==> src/rtl/i2c_reg_pkg.sv <==
package i2c_reg_pkg;

  typedef enum logic [2:0] {
    ST_IDLE,   // waiting for START
    ST_ADDR,   // shifting in address + direction
    ST_RX,     // shifting in pointer or data byte
    ST_ACK,    // target acknowledge slot
    ST_TX,     // shifting out a data byte
    ST_MACK    // controller acknowledge slot
  } busState_t;

  typedef struct packed {
    logic bitIn;      // synchronised data line
    logic shiftIn;    // take bitIn into receive shifter
    logic setPtr;     // load pointer from received byte
    logic writeByte;  // store received byte at pointer, step pointer
    logic loadTx;     // fetch byte at pointer, drive its MSB, step pointer
    logic shiftTx;    // drive next transmit bit
    logic ackOn;      // pull data low for acknowledge
    logic relSda;     // release data line
  } strobe_t;

endpackage

==> src/rtl/i2c_reg_ctrl.sv <==
module i2c_reg_ctrl
  import i2c_reg_pkg::*;
#(
  parameter logic [6:0] DEV_ADDR = 7'h2A
) (
  input  logic       clk,
  input  logic       rstN,
  input  logic       sclIn,
  input  logic       sdaIn,
  input  logic [7:0] rxNext,
  input  logic       drvLow,
  output strobe_t    strb
);

  localparam int SYNC_STAGES = 2;

  logic [SYNC_STAGES-1:0] sclQ, sdaQ;
  logic sclP, sdaP;
  logic sclS, sdaS;
  logic sclRise, sclFall, startC, stopC;

  busState_t state;
  logic [2:0] bitCnt;
  logic ackPhase, rwBit, gotPtr;

  assign sclS    = sclQ[SYNC_STAGES-1];
  assign sdaS    = sdaQ[SYNC_STAGES-1];
  assign sclRise = sclS & ~sclP;
  assign sclFall = ~sclS & sclP;
  assign startC  = sclS & sclP & sdaP & ~sdaS;
  assign stopC   = sclS & sclP & ~sdaP & sdaS;

  always_ff @(posedge clk or negedge rstN) begin
    if (!rstN) begin
      sclQ <= '1;
      sdaQ <= '1;
      sclP <= 1'b1;
      sdaP <= 1'b1;
    end else begin
      sclQ <= {sclQ[SYNC_STAGES-2:0], sclIn};
      sdaQ <= {sdaQ[SYNC_STAGES-2:0], sdaIn};
      sclP <= sclS;
      sdaP <= sdaS;
    end
  end

  always_comb begin
    strb = '0;
    strb.bitIn = sdaS;
    if (startC || stopC) begin
      strb.relSda = 1'b1;
    end else begin
      case (state)
        ST_ADDR: strb.shiftIn = sclRise;
        ST_RX: begin
          strb.shiftIn = sclRise;
          if (sclRise && bitCnt == 3'd7) begin
            strb.writeByte = gotPtr;
            strb.setPtr    = ~gotPtr;
          end
        end
        ST_ACK: if (sclFall) begin
          if (!ackPhase)  strb.ackOn  = 1'b1;
          else if (rwBit) strb.loadTx = 1'b1;
          else            strb.relSda = 1'b1;
        end
        ST_TX:   strb.shiftTx = sclFall;
        ST_MACK: if (sclFall) begin
          if (!ackPhase) strb.relSda = 1'b1;
          else           strb.loadTx = 1'b1;
        end
        default: ;
      endcase
    end
  end

  always_ff @(posedge clk or negedge rstN) begin
    if (!rstN) begin
      state    <= ST_IDLE;
      bitCnt   <= '0;
      ackPhase <= 1'b0;
      rwBit    <= 1'b0;
      gotPtr   <= 1'b0;
    end else if (startC) begin
      state    <= ST_ADDR;
      bitCnt   <= '0;
      ackPhase <= 1'b0;
      gotPtr   <= 1'b0;
    end else if (stopC) begin
      state <= ST_IDLE;
    end else begin
      case (state)
        ST_ADDR: if (sclRise) begin
          bitCnt <= bitCnt + 3'd1;
          if (bitCnt == 3'd7) begin
            if (rxNext[7:1] == DEV_ADDR) begin
              state    <= ST_ACK;
              rwBit    <= rxNext[0];
              ackPhase <= 1'b0;
            end else begin
              state <= ST_IDLE;
            end
          end
        end
        ST_RX: if (sclRise) begin
          bitCnt <= bitCnt + 3'd1;
          if (bitCnt == 3'd7) begin
            state    <= ST_ACK;
            ackPhase <= 1'b0;
            gotPtr   <= 1'b1;
          end
        end
        ST_ACK: if (sclFall) begin
          if (!ackPhase) begin
            ackPhase <= 1'b1;
          end else begin
            ackPhase <= 1'b0;
            bitCnt   <= '0;
            state    <= rwBit ? ST_TX : ST_RX;
          end
        end
        ST_TX: if (sclRise) begin
          bitCnt <= bitCnt + 3'd1;
          if (bitCnt == 3'd7) begin
            state    <= ST_MACK;
            ackPhase <= 1'b0;
          end
        end
        ST_MACK: begin
          if (sclFall && !ackPhase) begin
            ackPhase <= 1'b1;
          end else if (sclRise && ackPhase && sdaS) begin
            state <= ST_IDLE;
          end else if (sclFall && ackPhase) begin
            state    <= ST_TX;
            bitCnt   <= '0;
            ackPhase <= 1'b0;
          end
        end
        default: state <= ST_IDLE;
      endcase
    end
  end

  // any START restarts address reception at bit 0
  assert_start_restarts_R1: assert property (@(posedge clk) disable iff (!rstN)
    startC |=> (state == ST_ADDR && bitCnt == 3'd0));

  // STOP leaves the block idle with the line released by the datapath
  assert_stop_idles_R1: assert property (@(posedge clk) disable iff (!rstN)
    stopC |=> (state == ST_IDLE && !drvLow));

  // no drive while idle, ignoring or receiving
  assert_quiet_unless_sending_R3: assert property (@(posedge clk) disable iff (!rstN)
    (state == ST_IDLE || state == ST_ADDR || state == ST_RX) |-> !drvLow);

  // acknowledge slot is actually pulled low by the datapath
  assert_ack_driven_R2: assert property (@(posedge clk) disable iff (!rstN)
    (state == ST_ACK && ackPhase) |-> drvLow);

endmodule

==> src/rtl/i2c_reg_dpath.sv <==
module i2c_reg_dpath
  import i2c_reg_pkg::*;
#(
  parameter int DEPTH = 16
) (
  input  logic       clk,
  input  logic       rstN,
  input  strobe_t    strb,
  output logic [7:0] rxNext,
  output logic       drvLow
);

  localparam int PTR_W = (DEPTH > 1) ? $clog2(DEPTH) : 1;
  localparam logic [PTR_W-1:0] PTR_LAST = PTR_W'(DEPTH - 1);

  logic [7:0] rxShift, txShift;
  logic [PTR_W-1:0] ptr, ptrStep;
  logic [DEPTH-1:0][7:0] mem;

  assign rxNext  = {rxShift[6:0], strb.bitIn};
  assign ptrStep = (ptr == PTR_LAST) ? '0 : ptr + 1'b1;

  always_ff @(posedge clk or negedge rstN) begin
    if (!rstN) begin
      rxShift <= '0;
      txShift <= '0;
      ptr     <= '0;
      drvLow  <= 1'b0;
      mem     <= '0;
    end else begin
      if (strb.shiftIn) rxShift <= rxNext;
      if (strb.setPtr)  ptr     <= PTR_W'(rxNext % DEPTH);
      if (strb.writeByte) begin
        mem[ptr] <= rxNext;
        ptr      <= ptrStep;
      end
      if (strb.loadTx) begin
        txShift <= mem[ptr];
        ptr     <= ptrStep;
      end
      if (strb.shiftTx) txShift <= {txShift[6:0], 1'b0};

      if (strb.relSda)       drvLow <= 1'b0;
      else if (strb.ackOn)   drvLow <= 1'b1;
      else if (strb.loadTx)  drvLow <= ~mem[ptr][7];
      else if (strb.shiftTx) drvLow <= ~txShift[6];
    end
  end

  // the pointer only moves on a load, a store or a fetch
  assert_ptr_held_R8: assert property (@(posedge clk) disable iff (!rstN)
    !(strb.setPtr || strb.writeByte || strb.loadTx) |=> $stable(ptr));

endmodule

==> src/rtl/i2c_reg_slave.sv <==
module i2c_reg_slave
  import i2c_reg_pkg::*;
#(
  parameter logic [6:0] DEV_ADDR = 7'h2A,
  parameter int         DEPTH    = 16
) (
  input  logic clk,
  input  logic rstN,
  input  logic sclIn,
  input  logic sdaIn,
  output logic sdaDrvLow
);

  strobe_t    strb;
  logic [7:0] rxNext;

  i2c_reg_ctrl #(.DEV_ADDR(DEV_ADDR)) u_ctrl (
    .clk    (clk),
    .rstN   (rstN),
    .sclIn  (sclIn),
    .sdaIn  (sdaIn),
    .rxNext (rxNext),
    .drvLow (sdaDrvLow),
    .strb   (strb)
  );

  i2c_reg_dpath #(.DEPTH(DEPTH)) u_dpath (
    .clk    (clk),
    .rstN   (rstN),
    .strb   (strb),
    .rxNext (rxNext),
    .drvLow (sdaDrvLow)
  );

  // the driven line moves only while the bus clock is low
  assert_drive_moves_scl_low_R9: assert property (@(posedge clk) disable iff (!rstN)
    !$stable(sdaDrvLow) |-> !sclIn);

endmodule

==> config.mk <==
export PLATFORM = sky130hd
export DESIGN_NAME = i2c_reg_slave
export DESIGN_NICKNAME = d
export VERILOG_FILES = /design/src/rtl/i2c_reg_pkg.sv /design/src/rtl/i2c_reg_ctrl.sv /design/src/rtl/i2c_reg_dpath.sv /design/src/rtl/i2c_reg_slave.sv
export SDC_FILE = /design/constraint.sdc
export NUM_CORES = 1
export LEC_CHECK = 0
export ABC_CLOCK_PERIOD_IN_PS = 5590
export BUFFER_PORTS_ARGS = -buffer_cell sky130_fd_sc_hd__buf_2
export CAP_MARGIN = 20
export CELL_PAD_IN_SITES_DETAIL_PLACEMENT = 1
export CELL_PAD_IN_SITES_GLOBAL_PLACEMENT = 1
export CORE_MARGIN = 2
export CORE_UTILIZATION = 40
export CTS_BUF_LIST = sky130_fd_sc_hd__clkbuf_8
export CTS_CLUSTER_SIZE = 16
export DETAILED_ROUTE_END_ITERATION = 12
export GPL_ROUTABILITY_DRIVEN = 0
export PLACE_DENSITY_LB_ADDON = 0.1
export RECOVER_POWER = 100
export SYNTH_ARGS = -nofsm -noshare
export SYNTH_HDL_FRONTEND = slang
export SYNTH_SLANG_ARGS = --single-unit
==> constraint.sdc <==
create_clock -name clk -period 5.59 [get_ports clk]
set_clock_uncertainty 0.15 [all_clocks]
set_input_delay 0.2795 -clock clk [delete_from_list [all_inputs] [get_ports clk]]
set_output_delay 0.2795 -clock clk [all_outputs]
set_load 0.05 [all_outputs]
# After elaboration in Yosys (flattened, before gate mapping)
# Index checks and enable logic that the tools add are counted.
[totals]
input_bits = 4
reg_bits = 162
elab_cells = 181
out_inout_bits = 1
[op_classes]
n_addsub = 2
magnitude_cmp = 2
eq_ne = 32
n_bitwise = 16
muxes = 76
n_reduce_logical = 24
[op_table]
columns = ["operator", "count"]
rows = [
  ["$bwmux W128", 1],
  ["$mux W3", 22],
  ["$ne A4 B1 Y1 const B", 9],
  ["$mux W1", 33],
  ["$bmux W8 S4", 1],
  ["$demux W8 S4", 1],
  ["$ne A3 B1 Y1 const B", 9],
  ["$reduce_and A10 Y1", 2],
  ["$mux W4", 4],
  ["$mux W8", 2],
  ["$pmux W3 S5", 1],
  ["$mux W7", 2],
  ["$eq A3 B3 Y1 const B", 3],
  ["$not A1 Y1", 9],
  ["$pmux W3 S3", 1],
  ["$mux W2", 4],
  ["$ne A4 B2 Y1 const B", 2],
  ["$reduce_and A8 Y1", 1],
  ["$reduce_bool A2 Y1", 4],
  ["$reduce_bool A4 Y1", 2],
  ["$and A1 B1 Y1", 7],
  ["$eq A7 B6 Y1 const B", 1],
  ["$eq A3 B2 Y1 const B", 2],
  ["$logic_and A1 B1 Y1", 6],
  ["other kinds (20)", 23],
]

# Depth between registers and ports, before layout
[logic_depth]
ltp_word = 10
ltp_mapped = 8
ltp_nobuf = 7

# Hierarchy
# From an unflattened synthesis, not the netlist that was laid out.
[unflattened]
hier_cells = 555
area_unflattened_um2 = 7922.6
[modules_own_cells]
columns = ["mod", "n_inst", "cells_each", "seq_area_each_um2", "area_per_inst_um2"]
rows = [
  ["i2c_reg_dpath", 1, 432, 3678.5, 6720.2],
  ["i2c_reg_ctrl", 1, 123, 382.9, 1202.4],
]

# Worst setup path before layout
# No wires, ideal clock.
[synth_timing]
kind = "register -> register"
startpoint = "reg u_dpath.ptr[1]"
endpoint = "reg u_dpath.mem[0] (netlist name)"
path_buffers = 3
stages_incl_launch_ff = 9
slack_ns = 3.128
setup_ns = 0.128
arrival_ns = 2.184
synth_period_minus_slack_ns = 2.462
t_required_ns = 5.312
cell_sequence = "dfrtp_1 > clkbuf_1 > clkbuf_1 > buf_2 > inv_1 > ha_1 > nand2_1 > nor2_4 > mux2_1"
[synth_between]
elab_chain_len = 5
word_cells_on_any_way = 6
classes_between = "2 x order compare; 3 x mux; 1 x reduce/logical"
[synth_rtl]
columns = ["item", "line", "rtl"]
rows = [
  ["start: declaration", "i2c_reg_dpath.sv:17", "logic [PTR_W-1:0] ptr, ptrStep;"],
  ["start signal: assignment", "i2c_reg_dpath.sv:32", "if (strb.setPtr) ptr <= PTR_W'(rxNext % DEPTH);"],
  ["start signal: assignment", "i2c_reg_dpath.sv:35", "ptr <= ptrStep;"],
  ["start signal: assignment", "i2c_reg_dpath.sv:39", "ptr <= ptrStep;"],
  ["$lt A4 B5 Y1 (implied by the code) / $ge A4 B1 Y1 (equally long branches)", "i2c_reg_dpath.sv:34", "mem[ptr] <= rxNext;"],
  ["$logic_and A1 B1 Y1 (implied by the code)", "i2c_reg_dpath.sv:34", ""],
  ["$mux W8 (implied by the code)", "i2c_reg_dpath.sv:34", ""],
  ["$demux W8 S4 (*)", "n/a", ""],
  ["$bwmux W128 (*)", "i2c_reg_dpath.sv:34", ""],
  ["end signal: indexed assignment", "i2c_reg_dpath.sv:34", ""],
  ["end: declaration", "i2c_reg_dpath.sv:18", "logic [DEPTH-1:0][7:0] mem;"],
]
# Mark *: on every way between the ends. The rest lies on a longest branch, timed or not.
# A chain may end at the register's enable or synchronous reset.

# Final worst setup path
[layout_timing]
startpoint = "reg u_ctrl.sclQ[1]"
endpoint = "reg u_dpath.mem[80] (netlist name)"
[layout_between]
elab_chain_len = 5
word_cells_on_any_way = 11
classes_between = "3 x mux; 6 x bitwise; 2 x reduce/logical"
[layout_rtl]
columns = ["item", "line", "rtl"]
rows = [
  ["start: declaration", "i2c_reg_ctrl.sv:17", "logic [SYNC_STAGES-1:0] sclQ, sdaQ;"],
  ["start signal: assignment", "i2c_reg_ctrl.sv:40", "sclQ <= {sclQ[SYNC_STAGES-2:0], sclIn};"],
  ["$and A1 B1 Y1, on equally long branches", "i2c_reg_ctrl.sv:28, i2c_reg_ctrl.sv:30, i2c_reg_ctrl.sv:31", ""],
  ["$logic_and A1 B1 Y1, or another cell as far along", "i2c_reg_ctrl.sv:57", "if (sclRise && bitCnt == 3'd7) begin"],
  ["$mux W2, or another cell as far along", "i2c_reg_ctrl.sv:57", ""],
  ["$mux W2 / $logic_or A1 B1 Y1 (equally long branches)", "i2c_reg_ctrl.sv:53, i2c_reg_ctrl.sv:50", ""],
  ["$mux W6 (*)", "i2c_reg_ctrl.sv:50", "if (startC || stopC) begin"],
]
# Marked as above.

==> results by group <==
Outcome
  • Status: finished with violations
  • Failing checks: capacitance limit, slew limit

Routing
  • DR iter-0 viols: 209
  • Drt total wl: 18.9 mm
  • Vias per inst: 5.52
  • Antenna Nets Post-Route: 0
  • Drt first pass iters: 4
  • DRC: 0
  • Drt wl/cell: 22.7 um
  • Total number of vias: 4,602

Logic synthesis
  • Commonest cells post-synth: dfrtp_1 (156), mux2_2 (128), mux4_2 (29)
  • Post-synth top area share: 49.7%
  • Count leader, synth: dfrtp_1
  • Distinct cell type count after synthesis: 55
  • Syn. warnings: 0
  • Yosys top cell by area: dfrtp_1
  • Top_reg_cell synth: dfrtp_1
  • Syn Area/Cell: 14.1 sq um
  • Seq/Total Area, Yosys: 51.7%
  • Fraction of registers with async set/reset: 100%
  • Number of flops mapped to enable cells by yosys: 0
  • Syn nets: 569
  • Post-synthesis cell count: 559
  • Post-Syn Area: 7860 sq um
  • Yosys reg bits: 162
  • Largest cells by area after synthesis: dfrtp_1 (50%), mux2_2 (18%), mux4_2 (8.3%), nor2_8 (2.0%), dfstp_2 (2.0%)

Power and ir drop
  • Comb pwr share: 4.4%
  • Seq pwr share: 57.5%
  • Worst-case vdd ir drop: 128 uV
  • Clock share of power: 38.1%
  • P_sw: 687 uW
  • Sw Ratio: 28.8%
  • Int Pwr: 1700 uW
  • PD cells: 285 nW/um^2
  • Static Leak: 0.00383 uW

Final layout
  • Storage cell area: 4060 sq um
  • Layout filler cell count: 2,014
  • Core Util, Final: 43.2%
  • Nets: 565
  • Final Non-Filler Cells: 833
  • Ant. Diodes: 0
  • Fraction of layout cells with a size suffix above 1: 37.1%
  • Syn-to-layout area delta: 6.59%
  • Multi-input gate area: 3470 sq um

Setup path
  • CP max stage delay: 1.33 ns
  • CP max FO: 10
  • Slowest CP cell: nor3_1
  • Crit-path cells: nand3b_1 -> nor3_1 -> nand2_1 -> nor2_4 -> mux2_2
  • Data arrival, critical path: 4.27 ns
  • Crit start category: flip-flop
  • Kind of critical path: flip-flop to flip-flop
  • CP endpoint kind: flip-flop
  • Critical path required time: 5.78 ns

GRT
  • Gr ovfl total: 0
  • Initial antenna violation count: 0
  • Number of global-route vias before repair: 5,016
  • Met2 GRT Util: 33.0%
  • First-pass GRT wire length: 30.2 mm
  • M3 GR Usage: 5.23%
  • Pin count of the biggest net entering global routing: 102
  • Routing usage on met1: 26.0%
  • Tot GR Track Use: 19.8%
  • Top Usage Layer GRT: met2

Clocking
  • CTS tree: done
  • H-tree levels: 4
  • Clock Tree Buf Depth: 2
  • Clock buffer count from CTS: 17
  • Post-CTS Setup Bufs: 0
  • Root Driver: clkbuf_8
  • # clock sinks: 162
  • CTS clk-pin slew, worst paths: 0.09 ns
  • Clock Latency Late Sink: 0.46 ns

Place
  • Setup WS pre-CTS: 2.61 ns
  • DP Cell Count: 798
  • Hpwl dp: 12.5 mm
  • PortBufs: 4

Floorplanning
  • Rows: 51
  • I/O Pins: 5
  • Initial core utilization: 40.5%
  • Full die area: 20,800 sq um
  • Die span in x: 144 um
  • Die height: 144 um
  • Total core area: 19,400 sq um

Timing
  • # setup viols final: 0
  • Min Tclk post-route: 4.08 ns
  • Hold slack final: 0.221 ns
  • Final setup TNS: 0 ns
  • Final worst slack: 1.51 ns
  • RSZ-0062 raised after global routing: false
  • Rel. slew slack: -71.2%
  • Maximum clock frequency: 0.245 GHz
  • Worst Max-Slew Pin Slew: 2.57 ns
  • Final hold vios: 0
  • Tcrit/Tclk final: 72.9%
  • Final Max Slew Viols: 112

Hold path
  • Worst hold path class: flip-flop to flip-flop

Flow run
  • Max-Cap Viols: 2
==> path summary, 6_finish.rpt <==
path                           startpoint               to  slack [ns]  cells past startpoint
setup / recovery           u_ctrl.sclQ[1]  u_dpath.mem[80]        1.51                      5
min in group asynchronous            rstN  u_ctrl.state[0]        0.98                      2
max in group asynchronous            rstN   u_dpath.ptr[0]        2.31                      3
hold / removal             u_ctrl.sdaQ[0]   u_ctrl.sdaQ[1]        0.22                      0
setup reg to reg           u_ctrl.sclQ[1]  u_dpath.mem[80]        1.51                      5
hold reg to reg            u_ctrl.sdaQ[0]   u_ctrl.sdaQ[1]        0.22                      0
==> routing by layer <==
metal  wire (um)  share of wire [%]
met1        8570                 45
met2        9330                 49
met3         752                4.0
met4         220                1.2
met5           0                  0
==> power groups by stage <==
stage | clock network (uW) | logic (uW) | registers (uW)
finish | 910 | 106 | 1370
global route | 999 | 119 | 1390
CTS | 943 | 111 | 1380
detailed placement | 0 | 109 | 1400
global placement | 0 | 104 | 1400
floorplan | 0 | 131 | 1260
==> area by class of cell <==
class	count	area share (%)
repair buffers	11	0.896
multi-input cells	357	41.4
flip-flops and latches	162	48.5
well taps	265	3.96
clock inverters	15	2.15
clock buffers	17	2.79
inverters	6	0.269
==> cell usage in the layout (no fill, tap or decap), types with 5 or more instances in the layout <==
master,synthesis,final
dfrtp_1,156,155
clkbuf_8,0,17
mux2i_1,11,11
inv_6,0,5
mux2_2,128,128
o22ai_1,6,6
nand3_1,5,5
nor2b_1,6,6
inv_1,6,7
mux2_1,9,9
mux4_2,29,29
a21oi_1,10,10
nor2_4,8,5
ha_1,6,6
a22oi_1,8,8
nor2_1,20,29
o21ai_0,15,15
o31ai_1,6,6
nand2b_1,7,7
nand2_1,21,22
==> worst max-delay path, delay by kind of cell (launching register included) <==
| family | cells | cell delay, ns |
|---|---|---|
| DFF | 1 | 0.74 |
| muxes | 1 | 0.38 |
| and+or+nand+nor | 4 | 2.68 |
==> what timing repair did <==
action / in CTS / in global routing
hold buffers: 3 / 0
gates resized for setup: 0 / 0
endpoints found under the setup margin: 0 / 0
hold endpoints to repair: 96 / 0
==> cell families after synthesis <==
logic type                 share of synthesized area [%]
DFF                                                 51.7
and+or+nand+nor                                     9.40
AOI/OAI and AO/OA                                   6.26
muxes                                               29.3
buffers and inverters                               2.13
xor gates and xnor gates                           0.223
adders and majority gates                          0.955
==> sequential cells by signal, summed over array words and instances (netlist names) <==
register / count
u_dpath.txShift: 7
u_ctrl.sclP: 1
u_ctrl.rwBit: 1
u_dpath.ptr: 4
u_ctrl.sdaP: 1
u_ctrl.ackPhase: 1
u_ctrl.state: 3
u_dpath.rxShift: 7
u_dpath.drvLow: 1
u_ctrl.sclQ: 2
u_ctrl.gotPtr: 1
u_ctrl.bitCnt: 3
u_dpath.mem: 128
u_ctrl.sdaQ: 2
==> stage by stage <==
| stage | total power, uW | area (sq um) |
|---|---|---|
| final | 2390 | 8380 |
| after floorplan | 1390 | 7860 |
| after CTS | 2440 | 8550 |
| after global routing | 2510 | 8380 |
| after detailed placement | 1510 | 8100 |
| after global placement | 1500 | 8100 |
No activity file was read; power rests on OpenSTA's default activity.
